$ cat src/rtl/therm_enc_pkg.sv
package therm_enc_pkg;
  // default resolution of the quantizer
  localparam int unsigned DEF_BITS  = 8;
  // comparators summed per first-level partial counter
  localparam int unsigned DEF_GROUP = 16;
endpackage

$ cat src/rtl/therm_capture.sv
module therm_capture #(
  parameter int unsigned TAPS = 255
) (
  input  logic            clk,
  input  logic            rst_n,
  input  logic [TAPS-1:0] raw_i,
  output logic [TAPS-1:0] held_o
);
  always_ff @(posedge clk or negedge rst_n) begin
    if (!rst_n) held_o <= '0;
    else        held_o <= raw_i;
  end
endmodule

$ cat src/rtl/bubble_vote.sv
module bubble_vote #(
  parameter int unsigned TAPS = 255
) (
  input  logic            clk,
  input  logic            rst_n,
  input  logic [TAPS-1:0] held_i,
  output logic [TAPS-1:0] clean_o
);
  function automatic logic maj3(input logic a, input logic b, input logic c);
    return (a & b) | (a & c) | (b & c);
  endfunction

  function automatic logic is_run(input logic [TAPS-1:0] v);
    logic [TAPS:0] inc;
    inc = {1'b0, v} + {{TAPS{1'b0}}, 1'b1};
    return ((inc[TAPS-1:0] & v) == '0);
  endfunction

  // below the bottom tap counts as 1, above the top tap as 0
  for (genvar k = 0; k < TAPS; k++) begin : g_vote
    logic below, above;
    if (k == 0) begin : g_bot
      assign below = 1'b1;
    end else begin : g_mid_lo
      assign below = held_i[k-1];
    end
    if (k == TAPS - 1) begin : g_top
      assign above = 1'b0;
    end else begin : g_mid_hi
      assign above = held_i[k+1];
    end
    assign clean_o[k] = maj3(below, held_i[k], above);
  end

  logic held_is_run;
  assign held_is_run = is_run(held_i);


  vote_passthru_chk: assert property (@(posedge clk) disable iff (!rst_n)
    held_is_run |-> (clean_o == held_i));
endmodule

$ cat src/rtl/ones_tally.sv
module ones_tally #(
  parameter int unsigned TAPS  = 255,
  parameter int unsigned BITS  = 8,
  parameter int unsigned GROUP = 16
) (
  input  logic [TAPS-1:0] vec_i,
  output logic [BITS-1:0] count_o
);
  localparam int unsigned NGRP = (TAPS + GROUP - 1) / GROUP;
  localparam int unsigned PADW = NGRP * GROUP;
  localparam int unsigned PW   = $clog2(GROUP + 1);
  localparam int unsigned SW   = BITS + 1;

  function automatic logic [PW-1:0] part_count(input logic [GROUP-1:0] g);
    logic [PW-1:0] s;
    s = '0;
    for (int i = 0; i < GROUP; i++) s = s + PW'(g[i]);
    return s;
  endfunction

  logic [PADW-1:0] padded;
  assign padded = {{(PADW - TAPS){1'b0}}, vec_i};

  logic [PW-1:0] part [NGRP];
  for (genvar g = 0; g < NGRP; g++) begin : g_part
    assign part[g] = part_count(padded[g*GROUP +: GROUP]);
  end

  logic [SW-1:0] total;
  always_comb begin
    total = '0;
    for (int g = 0; g < NGRP; g++) total = total + SW'(part[g]);
  end

  // at most TAPS ones, so the total always fits BITS bits
  assign count_o = total[BITS-1:0];
endmodule

$ cat src/rtl/code_reg.sv
module code_reg #(
  parameter int unsigned BITS = 8
) (
  input  logic            clk,
  input  logic            rst_n,
  input  logic [BITS-1:0] d_i,
  output logic [BITS-1:0] q_o
);
  always_ff @(posedge clk or negedge rst_n) begin
    if (!rst_n) q_o <= '0;
    else        q_o <= d_i;
  end
endmodule

$ cat src/rtl/therm_bin_encoder.sv
module therm_bin_encoder
  import therm_enc_pkg::*;
#(
  parameter int unsigned BITS  = DEF_BITS,
  parameter int unsigned GROUP = DEF_GROUP
) (
  input  logic                    clk,
  input  logic                    rst_n,
  input  logic [(1<<BITS)-2:0]    comp_i,
  output logic [BITS-1:0]         code_o
);
  localparam int unsigned TAPS = (1 << BITS) - 1;

  logic [TAPS-1:0] held_vec;
  logic [TAPS-1:0] clean_vec;
  logic [BITS-1:0] tally;

  therm_capture #(.TAPS(TAPS)) u_cap (
    .clk(clk), .rst_n(rst_n), .raw_i(comp_i), .held_o(held_vec)
  );

  bubble_vote #(.TAPS(TAPS)) u_vote (
    .clk(clk), .rst_n(rst_n), .held_i(held_vec), .clean_o(clean_vec)
  );

  ones_tally #(.TAPS(TAPS), .BITS(BITS), .GROUP(GROUP)) u_tally (
    .vec_i(clean_vec), .count_o(tally)
  );

  code_reg #(.BITS(BITS)) u_out (
    .clk(clk), .rst_n(rst_n), .d_i(tally), .q_o(code_o)
  );

  // ---- observation points for the assertions ----
  function automatic logic is_run(input logic [TAPS-1:0] v);
    logic [TAPS:0] inc;
    inc = {1'b0, v} + {{TAPS{1'b0}}, 1'b1};
    return ((inc[TAPS-1:0] & v) == '0);
  endfunction

  // level as the index of the highest set bit plus one
  function automatic logic [BITS-1:0] top_level(input logic [TAPS-1:0] v);
    logic [BITS-1:0] r;
    r = '0;
    for (int k = 0; k < TAPS; k++) if (v[k]) r = BITS'(k + 1);
    return r;
  endfunction

  logic held_all_one, held_all_zero, held_clean;
  assign held_all_one  = &held_vec;
  assign held_all_zero = ~|held_vec;
  assign held_clean    = is_run(held_vec);

  logic [1:0] warm;
  always_ff @(posedge clk or negedge rst_n) begin
    if (!rst_n)         warm <= 2'd0;
    else if (warm != 2'd2) warm <= warm + 2'd1;
  end


  full_scale_chk: assert property (@(posedge clk) disable iff (!rst_n)
    held_all_one |=> (code_o == {BITS{1'b1}}));


  zero_scale_chk: assert property (@(posedge clk) disable iff (!rst_n)
    held_all_zero |=> (code_o == '0));


  clean_level_chk: assert property (@(posedge clk) disable iff (!rst_n)
    held_clean |=> (code_o == $past(top_level(held_vec))));


  port_latency_chk: assert property (@(posedge clk) disable iff (!rst_n)
    ((warm == 2'd2) && $past(is_run(comp_i), 2))
      |-> (code_o == $past(top_level(comp_i), 2)));


  reset_clear_chk: assert property (@(posedge clk) disable iff (!rst_n)
    $rose(rst_n) |-> (code_o == '0));
endmodule

$ cat config.mk
export PLATFORM = sky130hd
export DESIGN_NAME = therm_bin_encoder
export DESIGN_NICKNAME = d
export VERILOG_FILES = /design/src/rtl/therm_enc_pkg.sv /design/src/rtl/therm_capture.sv /design/src/rtl/bubble_vote.sv /design/src/rtl/ones_tally.sv /design/src/rtl/code_reg.sv /design/src/rtl/therm_bin_encoder.sv
export SDC_FILE = /design/constraint.sdc
export NUM_CORES = 1
export LEC_CHECK = 0
export BUFFER_PORTS_ARGS = -buffer_cell sky130_fd_sc_hd__buf_2
export CAP_MARGIN = 0
export CORE_ASPECT_RATIO = 1.4
export CORE_UTILIZATION = 24
export DETAILED_ROUTE_END_ITERATION = 7
export PLACE_DENSITY = 0.5
export SLEW_MARGIN = 20
export SYNTH_ARGS = -nofsm -noshare
export SYNTH_HDL_FRONTEND = slang
export SYNTH_SLANG_ARGS = --single-unit
$ cat constraint.sdc
create_clock -name clk -period 9.05 [get_ports clk]
set_clock_uncertainty 0.2 [all_clocks]
set_input_delay 1.81 -clock clk [delete_from_list [all_inputs] [get_ports clk]]
set_output_delay 1.81 -clock clk [all_outputs]
set_load 0.005 [all_outputs]
==> impl_metrics.py <==
metrics = {
    "min_path": {
        "hp-class": "in2async",
    },
    "die": {
        "die_h_um": 317,
        "start_util_pct": 24.2,
        "rows": 115,
        "io_pins": 265,
        "core_sq_mm": 0.0701,
        "dieArea_sq_mm": 0.0718,
        "die_w_um": 227,
    },
    "drt": {
        "antenna_left": 0,
        "first_iter_violations": 334,
        "vias_per_cell": 4.06,
        "num_vias": 10851,
        "wirelength_mm": 40.3,
        "drc": 0,
        "firstDrtPassIters": 4,
        "wl_per_cell_um": 15.1,
    },
    "synthesis": {
        "netlist_area_sq_mm": 0.0170,
        "ys_types": 19,
        "synth_seq_area_share_pct": 38.8,
        "ys_ff_latch": 263,
        "avgSynthCellArea_sq_um": 12.3,
        "syn_nets": 1965,
        "synth-warning-count": 0,
        "synth_cells": 1385,
    },
    "flow_run": {
        "maxCapViolCount": 0,
    },
    "setup_path": {
        "crit_buf_inv": 6,
        "cpMostUsedCell": "fa_1",
        "cp-end-kind": "flip-flop",
        "slowest_delay_ns": 0.58,
        "worst_setup_path_start_kind": "flip-flop",
        "cpMaxStageDelayCell": "fa_1",
        "critPathKind": "reg2reg",
        "cp.arrival_ns": 9.33,
        "critical_path_required_ns": 9.39,
        "critical-path-top-delay-family": "adder cells",
        "crit_fanout": 2,
    },
    "clock_tree": {
        "h-tree-depth": 1,
        "clk_pin_slew_ns": 0.06,
        "clkLatencyLatePin_ns": 0.62,
        "holdBufCountCts": 0,
        "clockBufferDepth": 3,
        "cts_tree": "yes",
        "cts_root_buf": "clkbuf_16",
        "cts_buffers": 31,
        "cts.sinks": 263,
    },
    "placement": {
        "dp_hpwl_mm": 34.0,
        "routabilityCongestion": 0.773,
        "port_buffers": 264,
    },
    "cells_and_area": {
        "final_nets": 2293,
        "layout_common_cells": "263 x buf_2, 263 x dfrtp_1, 215 x fa_1, 208 x a21o_1, 195 x o21ai_0",
        "syn_to_final_growth_pct": 23.6,
        "drive_gt1_share_pct": 23.3,
    },
    "grt": {
        "antenna_found_initial": 7,
        "grt_remaining_overflow": 0,
        "grt_pass1_vias": 11961,
        "grt_pass1_wl_mm": 63.4,
        "track_usage_pct": 11.5,
        "grt_max_degree": 83,
    },
    "run_status": {
        "status": "finished, final reports clean",
    },
    "timing": {
        "hold_viol": 0,
        "rsz0062_at_grt": "yes",
        "relSlewSlack_pct": 42.2,
        "finalCriticalPeriod_ns": 8.98,
        "setup_viol": 0,
        "timing.fmax_ghz": 0.111,
        "maxSlewViolCount": 0,
        "period_share_pct": 99.2,
        "finalSetupTns_ns": 0,
        "worst_slew_pin_slew_ns": 0.868,
    },
}
-- layout make-up --
type	count	area, sq um
clock inverters	18	233
well taps	936	1170
diodes	1	2.50
repair buffers	295	1580
inverters	205	769
clock buffers	40	890
flip-flops and latches	263	6580
fillers	7227	49100
multi-input cells	917	9750
-- kinds of logic (layout without fill, tap and decap cells) --
kind of cell,count (synthesis),in the layout,share of synthesized area [%]
AOI/OAI and AO/OA,470,470,17.2
adders and majority gates,357,357,35.6
DFF,263,263,38.8
buffers and inverters,205,558,4.53
and+or+nand+nor,49,49,1.79
xor gates and xnor gates,41,41,2.12
other,0,1,0
-- metal layers --
metal  global-route usage (%)  share of wire (%)  vias up
met5                        0               0.20        -
met4                     3.33                2.0       12
met3                     2.15                4.7       49
met2                     21.4                 53      187
met1                     13.3                 40     5334
li1                         -                  -     5269
-- timing repair --
action | 4_1_cts | 5_1_grt
gates cloned | 0 | 0
setup buffers | 2 | 2
pin swaps | 46 | 18
resized for setup | 22 | 12
setup endpoints to repair | 5 | 5
-- path summary, 6_finish.rpt --
path | cells past startpoint | slack [ns] | from | to
max in group asynchronous | 2 | 6.33 | rst_n | u_cap.held_o[15]
setup / recovery | 27 | 0.07 | u_cap.held_o[2] | u_out.q_o[6]
hold / removal | 1 | 0.99 | rst_n | u_cap.held_o[96]
setup reg to reg | 27 | 0.07 | u_cap.held_o[2] | u_out.q_o[6]
hold reg to reg | 5 | 1.22 | u_cap.held_o[68] | u_out.q_o[1]
min in group clk | 1 | 1.09 | comp_i[241] | u_cap.held_o[241]
-- through the flow --
step / hold slack [ns] / cell area (sq um) / worst slack, ns / utilization, % / instances
floorplan: 1.01 / 17000 / 0.0133 / - / 1385
global placement: 1.23 / 19700 / -0.299 / 28.1 / 2612
detailed placement: 1.20 / 19700 / -0.437 / 28.1 / 2612
CTS: 0.978 / 20900 / -0.0983 / 29.9 / 2672
global route: 1.02 / 21000 / -0.243 / 29.9 / 2675
finish: 0.991 / 21000 / 0.0696 / 29.9 / 2675
-- flip-flops by register name (all words and copies together), names as in the netlist --
| signal | flops |
|---|---|
| u_cap.held_o | 255 |
| u_out.q_o | 8 |
-- worst register-to-register path: stages (launching register included) --
cell and delay [ns]:
dfrtp_1 0.38, maj3_2 0.34, ha_4 0.26, inv_1 0.04
fa_1 0.46, fa_1 0.56, fa_1 0.42, fa_1 0.47
fa_2 0.37, fa_2 0.44, buf_6 0.14, fa_2 0.39
buf_4 0.15, xor2_2 0.18, fa_1 0.51, fa_1 0.58
fa_1 0.45, fa_1 0.54, fa_1 0.45, fa_1 0.54
inv_1 0.04, ha_1 0.20, inv_1 0.09, fa_2 0.24
inv_2 0.04, a21o_2 0.18, a21oi_2 0.12, xnor2_1 0.12
-- synth_stat cells, drive strengths merged --
cell type  instances  share of area, %
o21bai             1             0.044
xnor2             23               1.2
fa               222                26
a21oi             53               1.6
o21ai            197               5.8
o21a               9              0.40
inv              205               4.5
a21o             209               9.3
maj3              34               2.0
and2              16              0.59
a211oi             1             0.074
nand2              1             0.022
dfrtp            263                39
ha               101               7.4
xor2              18              0.93
nor2b             16              0.59
or2               16              0.59
Power is not shown: default switching activity piles up to over one toggle a cycle in this logic, so the estimate is an artifact.
